<file path="config.mk">
export PLATFORM = sky130hd
export DESIGN_NAME = wave_issue_sched
export DESIGN_NICKNAME = d
export VERILOG_FILES = /design/src/rtl/wis_pkg.sv /design/src/rtl/wis_turn_ctr.sv /design/src/rtl/wis_slot_table.sv /design/src/rtl/wis_rr_pick.sv /design/src/rtl/wave_issue_sched.sv
export SDC_FILE = /design/constraint.sdc
export NUM_CORES = 1
export LEC_CHECK = 0
export BUFFER_PORTS_ARGS = -buffer_cell sky130_fd_sc_hd__buf_2
export CORE_MARGIN = 3
export CORE_UTILIZATION = 55
export DETAILED_ROUTE_END_ITERATION = 16
export PLACE_DENSITY = 0.72
export SYNTH_ARGS = -nofsm -noshare
export SYNTH_HDL_FRONTEND = slang
export SYNTH_HIERARCHICAL = 1
export SYNTH_SLANG_ARGS = --single-unit
</file>
<file path="constraint.sdc">
create_clock -name clk -period 9.3 [get_ports clk]
set_clock_uncertainty 0.2 [all_clocks]
set_input_delay 0.93 -clock clk [delete_from_list [all_inputs] [get_ports clk]]
set_output_delay 0.93 -clock clk [all_outputs]
set_load 0.02 [all_outputs]
</file>
<file path="src/rtl/wis_pkg.sv">
package wis_pkg;

   // Successor of an index in a ring of n entries.
   function automatic int unsigned wis_ring_next(input int unsigned cur, input int unsigned n);
      return (cur + 1 >= n) ? 0 : cur + 1;
   endfunction

endpackage

</file>
<file path="src/rtl/wis_turn_ctr.sv">
module wis_turn_ctr #(
   parameter int NUM_SIMD = 4,
   parameter int SIMD_W   = 2
) (
   input  logic              clk,
   input  logic              rst_n,
   output logic [SIMD_W-1:0] turn_o
);

   logic [SIMD_W-1:0] turn_q;

   always_ff @(posedge clk) begin
      if (!rst_n)
         turn_q <= '0;
      else if (turn_q == SIMD_W'(NUM_SIMD - 1))
         turn_q <= '0;
      else
         turn_q <= turn_q + 1'b1;
   end

   assign turn_o = turn_q;

   // the turn never leaves the legal SIMD range
   a_r2_turn_in_range: assert property (@(posedge clk) disable iff (!rst_n)
      int'(turn_q) < NUM_SIMD);

endmodule

</file>
<file path="src/rtl/wis_slot_table.sv">
module wis_slot_table #(
   parameter int SLOTS       = 10,
   parameter int EXEC_CYCLES = 4
) (
   input  logic             clk,
   input  logic             rst_n,
   input  logic [SLOTS-1:0] alloc_hit,
   input  logic [SLOTS-1:0] retire_hit,
   input  logic [SLOTS-1:0] issue_hit,
   output logic [SLOTS-1:0] valid_o,
   output logic [SLOTS-1:0] busy_o
);

   localparam int CNT_W = $clog2(EXEC_CYCLES + 1);

   generate
      for (genvar j = 0; j < SLOTS; j++) begin : g_slot
         logic             valid_q;
         logic [CNT_W-1:0] left_q;

         always_ff @(posedge clk) begin
            if (!rst_n) begin
               valid_q <= 1'b0;
               left_q  <= '0;
            end else if (retire_hit[j]) begin
               valid_q <= 1'b0;
               left_q  <= '0;
            end else if (alloc_hit[j]) begin
               valid_q <= 1'b1;
               left_q  <= '0;
            end else if (issue_hit[j]) begin
               left_q  <= CNT_W'(EXEC_CYCLES - 1);
            end else if (left_q != '0) begin
               left_q  <= left_q - 1'b1;
            end
         end

         assign valid_o[j] = valid_q;
         assign busy_o[j]  = (left_q != '0);

         // only an idle resident wave may be issued
         a_r5_issue_idle: assert property (@(posedge clk) disable iff (!rst_n)
            issue_hit[j] |-> (valid_o[j] && !busy_o[j]));

         // a retire empties the slot for the next cycle
         a_r8_retire_frees: assert property (@(posedge clk) disable iff (!rst_n)
            retire_hit[j] |=> !valid_o[j]);

         // an allocate (not overridden by a retire) yields an idle resident slot
         a_r9_alloc_fills: assert property (@(posedge clk) disable iff (!rst_n)
            (alloc_hit[j] && !retire_hit[j]) |=> (valid_o[j] && !busy_o[j]));
      end
   endgenerate

endmodule

</file>
<file path="src/rtl/wis_rr_pick.sv">
module wis_rr_pick #(
   parameter int SLOTS  = 10,
   parameter int SLOT_W = 4
) (
   input  logic              clk,
   input  logic              rst_n,
   input  logic [SLOTS-1:0]  elig_i,
   input  logic              take_i,
   output logic              found_o,
   output logic [SLOT_W-1:0] slot_o
);

   logic [SLOT_W-1:0] rr_q;

   always_comb begin
      logic [SLOT_W:0] idx;
      found_o = 1'b0;
      slot_o  = '0;
      for (int k = 0; k < SLOTS; k++) begin
         idx = {1'b0, rr_q} + (SLOT_W + 1)'(k);
         if (idx >= (SLOT_W + 1)'(SLOTS))
            idx = idx - (SLOT_W + 1)'(SLOTS);
         if (!found_o && elig_i[idx[SLOT_W-1:0]]) begin
            found_o = 1'b1;
            slot_o  = idx[SLOT_W-1:0];
         end
      end
   end

   always_ff @(posedge clk) begin
      if (!rst_n)
         rr_q <= '0;
      else if (take_i && found_o)
         rr_q <= (slot_o == SLOT_W'(SLOTS - 1)) ? '0 : slot_o + 1'b1;
   end

   // pointer holds when this SIMD does not issue
   a_r6_ptr_hold: assert property (@(posedge clk) disable iff (!rst_n)
      !(take_i && found_o) |=> $stable(rr_q));

   // the reported slot is one of the eligible ones
   a_r4_pick_eligible: assert property (@(posedge clk) disable iff (!rst_n)
      found_o |-> elig_i[slot_o]);

endmodule

</file>
<file path="src/rtl/wave_issue_sched.sv">
module wave_issue_sched
   import wis_pkg::*;
#(
   parameter  int NUM_SIMD       = 4,
   parameter  int SLOTS_PER_SIMD = 10,
   parameter  int EXEC_CYCLES    = 4,
   localparam int SIMD_W         = (NUM_SIMD > 1) ? $clog2(NUM_SIMD) : 1,
   localparam int SLOT_W         = $clog2(SLOTS_PER_SIMD),
   localparam int WAVES          = NUM_SIMD * SLOTS_PER_SIMD
) (
   input  logic              clk,
   input  logic              rst_n,
   input  logic              alloc_en,
   input  logic [SIMD_W-1:0] alloc_simd,
   input  logic [SLOT_W-1:0] alloc_slot,
   input  logic              retire_en,
   input  logic [SIMD_W-1:0] retire_simd,
   input  logic [SLOT_W-1:0] retire_slot,
   input  logic [WAVES-1:0]  wave_wait,
   output logic              issue_valid,
   output logic [SIMD_W-1:0] issue_simd,
   output logic [SLOT_W-1:0] issue_slot
);

   localparam int WIDX_W = $clog2(WAVES);

   generate
      if (NUM_SIMD < 2) begin : g_bad_simd
         $error("wave_issue_sched: NUM_SIMD must be at least 2");
      end
      if (SLOTS_PER_SIMD < 2) begin : g_bad_slots
         $error("wave_issue_sched: SLOTS_PER_SIMD must be at least 2");
      end
      if (EXEC_CYCLES < 1) begin : g_bad_exec
         $error("wave_issue_sched: EXEC_CYCLES must be at least 1");
      end
   endgenerate

   logic [SIMD_W-1:0] turn;

   wis_turn_ctr #(
      .NUM_SIMD (NUM_SIMD),
      .SIMD_W   (SIMD_W)
   ) u_turn (
      .clk    (clk),
      .rst_n  (rst_n),
      .turn_o (turn)
   );

   logic [NUM_SIMD-1:0] found_v;
   logic [SLOT_W-1:0]   slot_v [NUM_SIMD];

   generate
      for (genvar s = 0; s < NUM_SIMD; s++) begin : g_simd
         logic [SLOTS_PER_SIMD-1:0] a_hit, r_hit, i_hit, valid, busy, elig;
         logic                      take;

         assign take = (turn == SIMD_W'(s));

         for (genvar j = 0; j < SLOTS_PER_SIMD; j++) begin : g_dec
            assign a_hit[j] = alloc_en  && (alloc_simd  == SIMD_W'(s)) && (alloc_slot  == SLOT_W'(j));
            assign r_hit[j] = retire_en && (retire_simd == SIMD_W'(s)) && (retire_slot == SLOT_W'(j));
            assign i_hit[j] = take && found_v[s] && (slot_v[s] == SLOT_W'(j));
         end

         assign elig = valid & ~busy & ~wave_wait[s*SLOTS_PER_SIMD +: SLOTS_PER_SIMD];

         wis_slot_table #(
            .SLOTS       (SLOTS_PER_SIMD),
            .EXEC_CYCLES (EXEC_CYCLES)
         ) u_table (
            .clk        (clk),
            .rst_n      (rst_n),
            .alloc_hit  (a_hit),
            .retire_hit (r_hit),
            .issue_hit  (i_hit),
            .valid_o    (valid),
            .busy_o     (busy)
         );

         wis_rr_pick #(
            .SLOTS  (SLOTS_PER_SIMD),
            .SLOT_W (SLOT_W)
         ) u_pick (
            .clk     (clk),
            .rst_n   (rst_n),
            .elig_i  (elig),
            .take_i  (take),
            .found_o (found_v[s]),
            .slot_o  (slot_v[s])
         );
      end
   endgenerate

   always_comb begin
      issue_valid = 1'b0;
      issue_simd  = '0;
      issue_slot  = '0;
      for (int s = 0; s < NUM_SIMD; s++) begin
         if (turn == SIMD_W'(s) && found_v[s]) begin
            issue_valid = 1'b1;
            issue_simd  = SIMD_W'(s);
            issue_slot  = slot_v[s];
         end
      end
   end

   // ---------------- assertions ----------------
   logic [SIMD_W-1:0] simd_succ;
   logic [WIDX_W-1:0] wait_idx;

   assign simd_succ = SIMD_W'(wis_ring_next(int'(issue_simd), NUM_SIMD));
   assign wait_idx  = WIDX_W'(issue_simd) * WIDX_W'(SLOTS_PER_SIMD) + WIDX_W'(issue_slot);

   // back-to-back issues come from consecutive SIMDs
   a_r2_turn_order: assert property (@(posedge clk) disable iff (!rst_n)
      (issue_valid && $past(issue_valid)) |-> (issue_simd == $past(simd_succ)));

   // an issued wave is never one that waits on memory
   a_r3_not_waiting: assert property (@(posedge clk) disable iff (!rst_n)
      issue_valid |-> !wave_wait[wait_idx]);

   // idle outputs read zero
   a_r6_idle_zero: assert property (@(posedge clk) disable iff (!rst_n)
      !issue_valid |-> (issue_simd == '0 && issue_slot == '0));

endmodule

</file>
==> impl_summary.md <==
Outcome
The run finished with clean final reports.

Die
Row generation in the floorplan step produced 72 rows. From bottom edge to top edge, the die measures 206 um. In this run the count of I/O pins placed on the die edge is between 60 and 70. Once the floorplan was initialized, standard cells occupied 56.4% of the core. The die area is approximately 43,000 um^2. In this run the horizontal extent of the chip is around 210 um. The total area inside the core boundary comes to just under 40,000 um^2.

Timing
Static timing analysis puts the maximum clock frequency at roughly 120 MHz. The transition time at the pin with the least slew margin is ~1.2 ns. The number of max-slew violations in the final report came to 0.

The share of the cycle needed by the critical path after routing is ~88%. The final setup violation count is 0. Summed over all failing endpoints, the final setup total negative slack is 0 ns. The minimum setup slack in the final design is 1.12 ns. The relative slew slack is a little under a fifth.

The clock period could shrink to slightly above 8 ns. Setup repair after global routing left no endpoint under its margin. The hold violation total from the final report is 0.

Worst setup path
The path type of the worst setup path is flip-flop to output pin. The critical path data required time is around 8.2 ns. The nature of the critical path startpoint is a flip-flop. In this run the worst path has a maximum fanout of 21. In this run the critical register-to-register path is captured at g_simd[3].u_table/g_slot[2].left_q[1]$_SDFFE_PP0P_. STA classifies the critical path endpoint as an output pin. The reg-to-reg critical path startpoint is g_simd[3].u_pick/rr_q[1]$_SDFFE_PN0P_.

The worst register-to-register path has a depth of 16. The worst path arrival time is 7.05 ns. Setup slack on the worst reg-to-reg path comes out at 1.77 ns.

Clock tree
Buffers added to address setup during post-CTS repair amount to 0. Gates resized during post-CTS repair numbered 0. No sink is reached through more buffers than the 2 on the longest clock path. The CTS root buffer is sky130_fd_sc_hd__clkbuf_16. The register clock-pin slew on the reported worst setup and hold paths is around 0.07 ns.

CTS saw 178 sinks. Counting the buffers created by CTS gives 17. In this run, post-CTS hold repair placed 0 buffers. TritonCTS built the clock tree. The H-tree generated during clock tree synthesis spans 4 levels. The clock latency of the later-clocked register in the worst-skew pair is 0.45 ns.

Pwr
The share of power burned in the clock network is 10.9%. The static leakage is about 8.7 nW. The areal power density over the cells is between 300 and 400 nW/um^2. The switching part of the total is 51.0%. The combinational cell fraction of total power is just over 70%. The net switching power of the design is approximately 3.6 mW.

The part of the power in registers is 17.1%. The worst-case IR drop observed on VDD is around 320 uV. The internal portion of the total power is roughly 3.5 mW. The design draws 7.12 mW.

GRT
The pin count of the biggest net entering global routing is 103. The number of global-route vias before repair is between 15,000 and 20,000. The total routing resource utilization after global routing is 29.7%. The first global-routing pass estimated 103,000 um of wire. The number of antenna violations at the first check in global routing is 3. The overall overflow remaining after global route is 0.

Routing
For this block, the initial DRC count from the detailed router was ~2,000. In the routed layout, each cell is associated on average with a via count of approximately 6.6. The final layout contains routed wiring with a total length of around 65,000 um. In this run the remaining antenna-violating nets after routing total 0.

Dividing the detail-routed wire length by the instance count gives between 20 and 25 um. The first-pass detailed-route iteration total is 6. The residual DRC count is 0. For this block, the via count after detailed routing is about 21,000.

Yosys
Summed over all instances, the cell type with the most area after synthesis is sky130_fd_sc_hd__dfxtp_1. In this run the biggest area consumer among cell types represents 16.2% of the synthesized area. The async set-or-reset flop fraction in the synthesized netlist is 0%. The synthesized netlist net count is about 3,000. The number of enable-type register cells in the synthesized netlist is 0. sky130_fd_sc_hd__nor2_1 is the most common cell in the netlist. The count of mapped cells out of synthesis is about 2,700.

For this run, the number of Yosys warnings is 6. Ranked by instance count, the synthesized netlist is headed by sky130_fd_sc_hd__nor2_1, sky130_fd_sc_hd__dfxtp_1, sky130_fd_sc_hd__ha_1, sky130_fd_sc_hd__inv_1, sky130_fd_sc_hd__nand2_1. In this run, distinct cell masters in the synthesized netlist total 120. For this run, the register share of the synthesized area comes to between 15 and 20%. Among all flip-flop cells after synthesis, the most frequent one is sky130_fd_sc_hd__dfxtp_1. Each instance of the synthesized netlist takes up on average 8.07 um^2.

Yosys attributes the largest share of cell area to sky130_fd_sc_hd__dfxtp_1, sky130_fd_sc_hd__ha_1, sky130_fd_sc_hd__mux2i_1, sky130_fd_sc_hd__nor2_1, sky130_fd_sc_hd__nor4b_1. The number of synthesized register bits is between 150 and 200. Summing every instance area after synthesis gives roughly 22,000 um^2.

Worst hold path
The startpoint identified for the worst hold timing path is g_simd[2].u_table/g_slot[2].valid_q$_SDFFE_PP0P_. The worst hold path was traced through 2 stages. The classification of the worst-slack hold path is flip-flop to flip-flop.

The worst hold path terminates at g_simd[2].u_table/g_slot[2].valid_q$_SDFFE_PP0P_.

Layout
The number of diodes added for antenna fixing is 0. For this run, the number of standard cells in the final layout without fillers is ~3,200. For this run, the post-layout net count is about 3,000. The filler cells instantiated in the layout total ~3,600.

The layout-stage area growth over the synthesis result is 4.45%. The fraction of layout cells with a size suffix above 1 is roughly an eighth.

Place
The HPWL after detailed placement is between 50,000 and 60,000 um. At the end of routability-driven placement, the weighted congestion stood at around 1. The worst slack at placement is between 1.5 and 2 ns. The number of placed instances with taps included is ~3,200. The count of buffers added on input and output ports is 62.

Flow run
The max capacitance violation total is 0.
-- layout by cell type (no fill, tap or decap), types with 33 or more instances in the layout --
| master | instances |
|---|---|
| sky130_fd_sc_hd__mux2_2 | 42 |
| sky130_fd_sc_hd__ha_1 | 175 |
| sky130_fd_sc_hd__nor4b_1 | 91 |
| sky130_fd_sc_hd__nor2b_1 | 102 |
| sky130_fd_sc_hd__o21ai_0 | 63 |
| sky130_fd_sc_hd__nand2_1 | 165 |
| sky130_fd_sc_hd__nor3b_1 | 88 |
| sky130_fd_sc_hd__inv_1 | 172 |
| sky130_fd_sc_hd__dfxtp_1 | 178 |
| sky130_fd_sc_hd__nand2b_1 | 98 |
| sky130_fd_sc_hd__xnor2_1 | 66 |
| sky130_fd_sc_hd__buf_2 | 62 |
| sky130_fd_sc_hd__o211ai_1 | 33 |
| sky130_fd_sc_hd__mux2i_1 | 103 |
| sky130_fd_sc_hd__nor3_1 | 69 |
| sky130_fd_sc_hd__nand3_1 | 59 |
| sky130_fd_sc_hd__a211oi_1 | 105 |
| sky130_fd_sc_hd__nor2_1 | 259 |
| sky130_fd_sc_hd__a21oi_1 | 82 |
-- area by class of cell --
class                   instances  area [um^2]  share of cell area [%]
clock buffers                  17          425                    1.85
clock inverters                15          193                   0.837
inverters                     186          698                    3.03
multi-input cells            2247        17000                    74.0
flip-flops and latches        178         3560                    15.5
well taps                     518          648                    2.82
repair buffers                 82          460                    2.00
-- layer usage --
metal	routed length (um)	GRT usage [%]
met5	28	0
met4	1780	9.36
met3	4490	4.33
met2	29500	48.0
met1	29100	41.0
-- metrics by stage --
step	cell area [um^2]	hold WS, ns	utilization [%]
after floorplan	22000	0.275	-
after global placement	22400	0.277	57.3
after detailed placement	22400	0.285	57.3
after CTS	23000	0.296	58.9
after global routing	23000	0.317	58.9
final	23000	0.295	58.9
-- worst max path at each step --
stage	start	endpoint	slack (ns)
floorplan	g_simd[1].u_pick/rr_q[1]$_SDFFE_PN0P_	issue_slot[0]	3.07
global placement	g_simd[0].u_pick/rr_q[1]$_SDFFE_PN0P_	issue_slot[2]	1.87
detailed placement	g_simd[0].u_pick/rr_q[1]$_SDFFE_PN0P_	issue_slot[2]	1.75
CTS	g_simd[0].u_pick/rr_q[1]$_SDFFE_PN0P_	issue_slot[2]	1.24
global route	g_simd[1].u_pick/rr_q[1]$_SDFFE_PN0P_	issue_slot[2]	0.61
finish	g_simd[0].u_pick/rr_q[1]$_SDFFE_PN0P_	issue_slot[2]	1.12
-- power by group through the flow --
stage	clock [mW]	sequential [mW]	combinational [mW]
2_1_floorplan	0	1.17	4.01
3_3_place_gp	0	1.21	4.85
3_5_place_dp	0	1.22	5.00
4_1_cts	0.793	1.21	5.03
5_1_grt	0.826	1.25	5.61
6_report	0.779	1.22	5.12
-- cell families after synthesis --
group                      count (synthesis)  share of synthesized area, %
adders and majority gates                179                          10.3
DFF                                      178                          16.2
and+or+nand+nor                         1217                          33.9
xor gates and xnor gates                  84                          3.59
AOI/OAI and AO/OA                        606                          21.3
muxes                                    161                          8.19
buffers and inverters                    305                          6.56
-- sequential cells by signal (all words and copies together) (netlist names) --
name / flops
g_simd.u_table/g_slot.valid_q: 40
g_simd.u_pick/rr_q: 16
u_turn/turn_o: 2
g_simd.u_table/g_slot.left_q: 120
-- worst max-delay path: stages (launching register included) --
cell,delay (ns)
sky130_fd_sc_hd__dfxtp_1,0.85
sky130_fd_sc_hd__clkinv_1,0.60
sky130_fd_sc_hd__ha_1,0.68
sky130_fd_sc_hd__inv_1,0.48
sky130_fd_sc_hd__ha_1,0.43
sky130_fd_sc_hd__o211ai_1,0.16
sky130_fd_sc_hd__a21oi_1,0.27
sky130_fd_sc_hd__o21ai_0,0.18
sky130_fd_sc_hd__nand3_1,0.24
sky130_fd_sc_hd__a31oi_2,0.17
sky130_fd_sc_hd__or4_4,0.69
sky130_fd_sc_hd__nor3_4,0.32
sky130_fd_sc_hd__a221oi_2,0.06
sky130_fd_sc_hd__a211oi_2,0.54
sky130_fd_sc_hd__nand3_1,0.27
sky130_fd_sc_hd__a41oi_1,0.41
sky130_fd_sc_hd__buf_2,0.24
Note: power is estimated with default switching activity, not from simulation.
